==> config.mk <==
export PLATFORM = sky130hd
export DESIGN_NAME = os_match_timer
export DESIGN_NICKNAME = d
export VERILOG_FILES = /design/src/rtl/ostmr_pkg.sv /design/src/rtl/ostmr_counter.sv /design/src/rtl/ostmr_chan.sv /design/src/rtl/ostmr_evt.sv /design/src/rtl/os_match_timer.sv
export SDC_FILE = /design/constraint.sdc
export NUM_CORES = 1
export LEC_CHECK = 0
export BUFFER_PORTS_ARGS = -buffer_cell sky130_fd_sc_hd__buf_2
export CAP_MARGIN = 25
export CELL_PAD_IN_SITES_DETAIL_PLACEMENT = 1
export CELL_PAD_IN_SITES_GLOBAL_PLACEMENT = 2
export CORE_MARGIN = 1
export CORE_UTILIZATION = 39
export DETAILED_ROUTE_END_ITERATION = 6
export GPL_ROUTABILITY_DRIVEN = 1
export PLACE_DENSITY = 0.92
export SYNTH_ARGS = -nofsm -noshare
export SYNTH_HDL_FRONTEND = slang
export SYNTH_SLANG_ARGS = --single-unit
==> constraint.sdc <==
create_clock -name clk -period 5.8 [get_ports clk]
set_input_delay 1.16 -clock clk [delete_from_list [all_inputs] [get_ports clk]]
set_output_delay 1.16 -clock clk [all_outputs]
set_load 0.005 [all_outputs]
==> src/rtl/ostmr_pkg.sv <==
package ostmr_pkg;
   localparam int unsigned ADDR_W = 8;
   localparam logic [ADDR_W-1:0] A_COUNT = 8'h10;
   localparam logic [ADDR_W-1:0] A_STAT  = 8'h14;
   localparam logic [ADDR_W-1:0] A_WDOG  = 8'h18;
   localparam logic [ADDR_W-1:0] A_IEN   = 8'h1C;

   // compare register i lives at byte address 4*i
   function automatic logic [ADDR_W-1:0] cmp_addr(input int unsigned idx);
      return ADDR_W'(idx * 4);
   endfunction
endpackage

==> src/rtl/ostmr_counter.sv <==
module ostmr_counter #(
   parameter int unsigned W = 32
) (
   input  logic         clk,
   input  logic         rst_n,
   input  logic         tick,
   input  logic         ld,
   input  logic [W-1:0] ld_val,
   output logic [W-1:0] cnt_q,
   output logic [W-1:0] cnt_nxt,
   output logic         adv
);
   // a software load wins over the tick and is not itself an advance
   assign adv     = tick & ~ld;
   assign cnt_nxt = cnt_q + W'(1);

   always_ff @(posedge clk) begin
      if (!rst_n)   cnt_q <= '0;
      else if (ld)  cnt_q <= ld_val;
      else if (adv) cnt_q <= cnt_nxt;
   end
endmodule

==> src/rtl/ostmr_chan.sv <==
module ostmr_chan #(
   parameter int unsigned W = 32
) (
   input  logic         clk,
   input  logic         rst_n,
   input  logic         wr,
   input  logic [W-1:0] wdata,
   input  logic [W-1:0] cnt_nxt,
   input  logic         adv,
   output logic [W-1:0] cmp_q,
   output logic         hit
);
   always_ff @(posedge clk) begin
      if (!rst_n)  cmp_q <= '0;
      else if (wr) cmp_q <= wdata;
   end

   // the match is judged on the value the counter is about to take
   assign hit = adv & (cnt_nxt == cmp_q);
endmodule

==> src/rtl/ostmr_evt.sv <==
module ostmr_evt #(
   parameter int unsigned NCH = 4
) (
   input  logic           clk,
   input  logic           rst_n,
   input  logic [NCH-1:0] set_v,
   input  logic [NCH-1:0] clr_v,
   output logic [NCH-1:0] stat_q
);
   // a new event in the same cycle as its clear is kept
   always_ff @(posedge clk) begin
      if (!rst_n) stat_q <= '0;
      else        stat_q <= (stat_q & ~clr_v) | set_v;
   end
endmodule

==> src/rtl/os_match_timer.sv <==
module os_match_timer
   import ostmr_pkg::*;
#(
   parameter int unsigned CNT_W  = 32,
   parameter int unsigned NCH    = 4,
   parameter int unsigned IEN_W  = 12,
   parameter int unsigned WDG_CH = 3
) (
   input  logic              clk,
   input  logic              rst_n,
   input  logic              tick,
   input  logic [ADDR_W-1:0] bus_addr,
   input  logic              bus_wr,
   input  logic              bus_rd,
   input  logic [CNT_W-1:0]  bus_wdata,
   output logic [CNT_W-1:0]  bus_rdata,
   output logic [NCH-1:0]    irq_o,
   output logic              wdt_rst_req_o
);
   generate
      if (NCH < 1 || NCH > 4) begin : g_bad_nch
         $error("NCH must be 1..4 to fit the compare address window");
      end
      if (WDG_CH >= NCH) begin : g_bad_wdg
         $error("WDG_CH must name an existing channel");
      end
      if (IEN_W < NCH || IEN_W > CNT_W) begin : g_bad_ien
         $error("IEN_W must cover all channels and fit the data width");
      end
   endgenerate

   logic               wr_cnt, wr_stat, wr_wdog, wr_ien;
   logic [CNT_W-1:0]   cnt_q, cnt_nxt;
   logic               adv;
   logic [CNT_W-1:0]   cmp_q [NCH];
   logic [NCH-1:0]     hit;
   logic [IEN_W-1:0]   ien_q;
   logic [NCH-1:0]     ien_lo;
   logic [NCH-1:0]     stat_q;
   logic [CNT_W-1:0]   wdg_q;
   logic               wdg0;
   logic               rst_req_q;
   logic [CNT_W-1:0]   rd_mux;
   logic [CNT_W-1:0]   rdata_q;

   assign wr_cnt  = bus_wr && (bus_addr == A_COUNT);
   assign wr_stat = bus_wr && (bus_addr == A_STAT);
   assign wr_wdog = bus_wr && (bus_addr == A_WDOG);
   assign wr_ien  = bus_wr && (bus_addr == A_IEN);

   ostmr_counter #(.W(CNT_W)) u_cnt (
      .clk     (clk),
      .rst_n   (rst_n),
      .tick    (tick),
      .ld      (wr_cnt),
      .ld_val  (bus_wdata),
      .cnt_q   (cnt_q),
      .cnt_nxt (cnt_nxt),
      .adv     (adv)
   );

   for (genvar gi = 0; gi < NCH; gi++) begin : g_ch
      logic wr_cmp;
      assign wr_cmp = bus_wr && (bus_addr == cmp_addr(gi));
      ostmr_chan #(.W(CNT_W)) u_ch (
         .clk     (clk),
         .rst_n   (rst_n),
         .wr      (wr_cmp),
         .wdata   (bus_wdata),
         .cnt_nxt (cnt_nxt),
         .adv     (adv),
         .cmp_q   (cmp_q[gi]),
         .hit     (hit[gi])
      );
   end

   always_ff @(posedge clk) begin
      if (!rst_n)      ien_q <= '0;
      else if (wr_ien) ien_q <= bus_wdata[IEN_W-1:0];
   end
   assign ien_lo = ien_q[NCH-1:0];

   ostmr_evt #(.NCH(NCH)) u_evt (
      .clk    (clk),
      .rst_n  (rst_n),
      .set_v  (hit & ien_lo),
      .clr_v  (wr_stat ? bus_wdata[NCH-1:0] : '0),
      .stat_q (stat_q)
   );
   assign irq_o = stat_q;

   // watchdog: a firing match disarms even against a same-cycle write
   assign wdg0 = wdg_q[0];
   always_ff @(posedge clk) begin
      if (!rst_n) begin
         wdg_q     <= '0;
         rst_req_q <= 1'b0;
      end else begin
         rst_req_q <= hit[WDG_CH] & wdg0;
         if (hit[WDG_CH] && wdg0) wdg_q <= '0;
         else if (wr_wdog)        wdg_q <= bus_wdata;
      end
   end
   assign wdt_rst_req_o = rst_req_q;

   always_comb begin
      rd_mux = '0;
      for (int i = 0; i < NCH; i++) begin
         if (bus_addr == cmp_addr(i)) rd_mux = cmp_q[i];
      end
      case (bus_addr)
         A_COUNT: rd_mux = cnt_q;
         A_STAT:  rd_mux = CNT_W'(stat_q);
         A_WDOG:  rd_mux = wdg_q;
         A_IEN:   rd_mux = CNT_W'(ien_q);
         default: ;
      endcase
   end

   always_ff @(posedge clk) begin
      if (!rst_n)      rdata_q <= '0;
      else if (bus_rd) rdata_q <= rd_mux;
   end
   assign bus_rdata = rdata_q;
endmodule

==> results_dict.tcl <==
set metrics [dict create \
    rsz_0062_raised_after_global_routing "false" \
    grt_use_total 0.328 \
    dp_hpwl_um 41900 \
    cp.arrival_ps 4920 \
    finalWorstPathRequiredPeriod_ps 4510 \
    path_depth 9 \
    cap_violations 0 \
    routed_via_density 6.19 \
    final-max-slew-violation-count 0 \
    crit_buf_inv 1 \
    post_cts_resized 0 \
    die_height_um 187 \
    synth_warnings 0 \
    setup-tns-final_ps 0 \
    finalCoreUtilization 0.441 \
    critical_path.max_fanout 20 \
    cts_setup_buffers 0 \
    drc 0 \
    worstHoldPathCells 2 \
    vdd.ir_drop.worst_mv 0.228 \
    cp.required_ps 6210 \
    critical_path.top_delay_family "simple AND/OR/NAND/NOR gates" \
    io_pins 82 \
    timing.critical_path.cells "nand4_4, or4_1, nor4_1, xnor2_1, o22ai_1, a2111o_1, nor4_4, buf_4, nor3_1" \
    netlist.top_cell.by_area "sky130_fd_sc_hd__dfxtp_1" \
    postSynthAreaPerCell_um2 7.61 \
    ys_async_sr_fraction 0 \
    final_hold_violations 0 \
    tritoncts "done" \
    cts_sinks 241 \
    yosysTopAreaCellShare 0.362 \
    wire_length_of_the_first_global_routing_pass_um 87200 \
    postSynthCellCount 1749 \
    cts_hold_repair.buffers 0 \
    post_synth_adder_cell_area 0.000940 \
    place.gp.congestion 0.976 \
    clockRootBuffer "sky130_fd_sc_hd__clkbuf_16" \
    drt_iter0_drc 1229 \
    cts.reportedPaths.clkPinSlew_ps 60 \
    final.fill_count 4131 \
    setup.worst_path.start_class "register" \
    worst_slew_pin_slew_ps 929 \
    yosys_register_bits 241 \
    timing.critical_path.slowest_stage_cell "sky130_fd_sc_hd__or4_1" \
    ctsLongestPathBuffers 3 \
    status "finished, final reports clean" \
    detail_route.first_pass.iterations 5 \
    floorplan.initialDensity 0.397 \
    area.growth.synth_to_final_pct 11.0 \
    setup.worst_path.end_class "register" \
    final_nets 1780 \
    dpl.cell_count 2152 \
    timing_worst_setup_path_type "reg -> reg" \
    grt_pass1_vias 13600 \
    fraction_of_the_mapped_netlist_area_in_compound_gates 0.200 \
    final_layout_size_suffix_gt1_frac 0.0966 \
    finClkSkew_ps 12.6 \
    synth_top_flop_cell "sky130_fd_sc_hd__dfxtp_1" \
    cts_htree_levels 1 \
    slowest_delay_ps 830 \
    fmax_mhz 222 \
    synth.net_count 1795 \
    post_synth_xor_area_fraction 0.109 \
    antenna_left 0 \
    grt_antenna_before_repair 0 \
    min_period_over_period 0.778 \
    grt_max_degree 113 \
    synth_enable_flop_cells 0 \
    synth.yosys.seq_area_share 0.362 \
    synthSimpleGateAreaFrac 0.238 \
    timing.final.setup_violations 0 \
    num_vias 13600 \
    worst_hold_slack_ps 456 \
    rr_worst_depth 9 \
    hp-class "reg -> reg" \
    chipWidth_um 187 \
    synth_cell_types 70 \
    synth.area.top_cells "sky130_fd_sc_hd__dfxtp_1, sky130_fd_sc_hd__nand2_1, sky130_fd_sc_hd__a21oi_1, sky130_fd_sc_hd__xnor2_1, sky130_fd_sc_hd__xor2_1" \
    mappedNetlistArea_um2 13300 \
    instances_no_fill 2198 \
    synth.area.mux_share 0.0372 \
    mostFrequentLayoutCells "sky130_fd_sc_hd__nand2_1, sky130_fd_sc_hd__dfxtp_1, sky130_fd_sc_hd__a21oi_1" \
    placeableCoreArea_um2 33500 \
    routed_wirelength_um 58100 \
    p_leak_nw 5.11 \
    drt-wirelength-per-cell_um 26.5 \
    cts_made_buffers 28 \
    design.die.area_um2 34900 \
    grt.overflow.total 0 \
    clkLatencyLatePin_ps 570 \
    mostFrequentLayoutCell "sky130_fd_sc_hd__nand2_1" \
    combinational_family_with_the_most_area_after_synthesis "simple AND/OR/NAND/NOR gates" \
    p_per_area_nw_per_um2 243 \
    portBuffers 81 \
    placement_rows 67 \
    max_slew_margin 0.381 \
]
report_power, final:
part           total (mW)  internal [mW]  switching, mW
combinational       0.183         0.0546          0.128
clock                1.72          0.987          0.731
sequential           1.68           1.67         0.0139
total                3.59           2.71          0.874
layer usage:
metal,share of wire,up-vias,GRT usage
li1,-,6116,-
met1,0.44,6812,0.444
met2,0.46,549,0.527
met3,0.063,123,0.0474
met4,0.038,0,0.128
met5,0,-,0
state kept, by name (all words and copies together) (netlist names):
name,count
g_ch.u_ch.cmp_q,128
bus_rdata,32
u_cnt.cnt_q,32
wdg_q,32
ien_q,12
u_evt.stat_q,4
wdt_rst_req_o,1
Yosys cell counts (all sizes together) (5+ instances only):
master / number
nand2: 399
dfxtp: 241
a21oi: 170
clkbuf: 137
xnor2: 90
nor2: 77
o21ai: 77
xor2: 63
nor3: 50
nand3: 46
mux2i: 45
a211oi: 29
nand4: 28
a22oi: 25
nor4: 24
buf: 20
inv: 19
o2111ai: 17
and3: 15
o22ai: 13
a31oi: 12
a41oi: 12
and2: 11
a221oi: 10
a311oi: 9
or4: 9
and4: 8
nor2b: 8
or3: 7
a222oi: 6
o211ai: 6
xnor3: 5
tightest hold or removal path, cell delays in order, from the launching register on:
cell                      delay [ps]
sky130_fd_sc_hd__dfxtp_1         310
sky130_fd_sc_hd__nand2_1          50
sky130_fd_sc_hd__a21oi_1          50
through the flow:
stage	instance area, um2	setup slack [ps]	total power [mW]
4_1_cts	14800	1310	3.60
3_5_place_dp	13900	1330	1.90
3_3_place_gp	13900	1360	1.90
2_1_floorplan	13300	2540	1.81
6_report	14800	1290	3.59
5_1_grt	14800	1060	3.68
path summary, 6_finish.rpt:
kind | start | end | slack, ps
setup / recovery | u_cnt.cnt_q[8] | wdg_q[28] | 1290
hold reg to reg | ien_q[8] | ien_q[8] | 460
hold / removal | ien_q[8] | ien_q[8] | 460
setup reg to reg | u_cnt.cnt_q[8] | wdg_q[28] | 1290
logic make-up after synthesis:
group	count (synthesis)
compound gates	423
simple gates	701
mux	49
flops	241
buf+inv	176
fa+ha+maj	1
xor+xnor	158
layout make-up:
cell class	count	area [um2]	area share
Antenna cell	1	2.50	0.000169
Clock buffer	41	841	0.0569
Clock inverter	4	23.8	0.00161
Inverter	19	76.3	0.00517
Multi-Input combinational cell	1332	7810	0.528
Sequential cell	241	4820	0.327
Tap cell	448	561	0.0379
Timing Repair Buffer	112	638	0.0432
(Power assumes the default switching activity.)
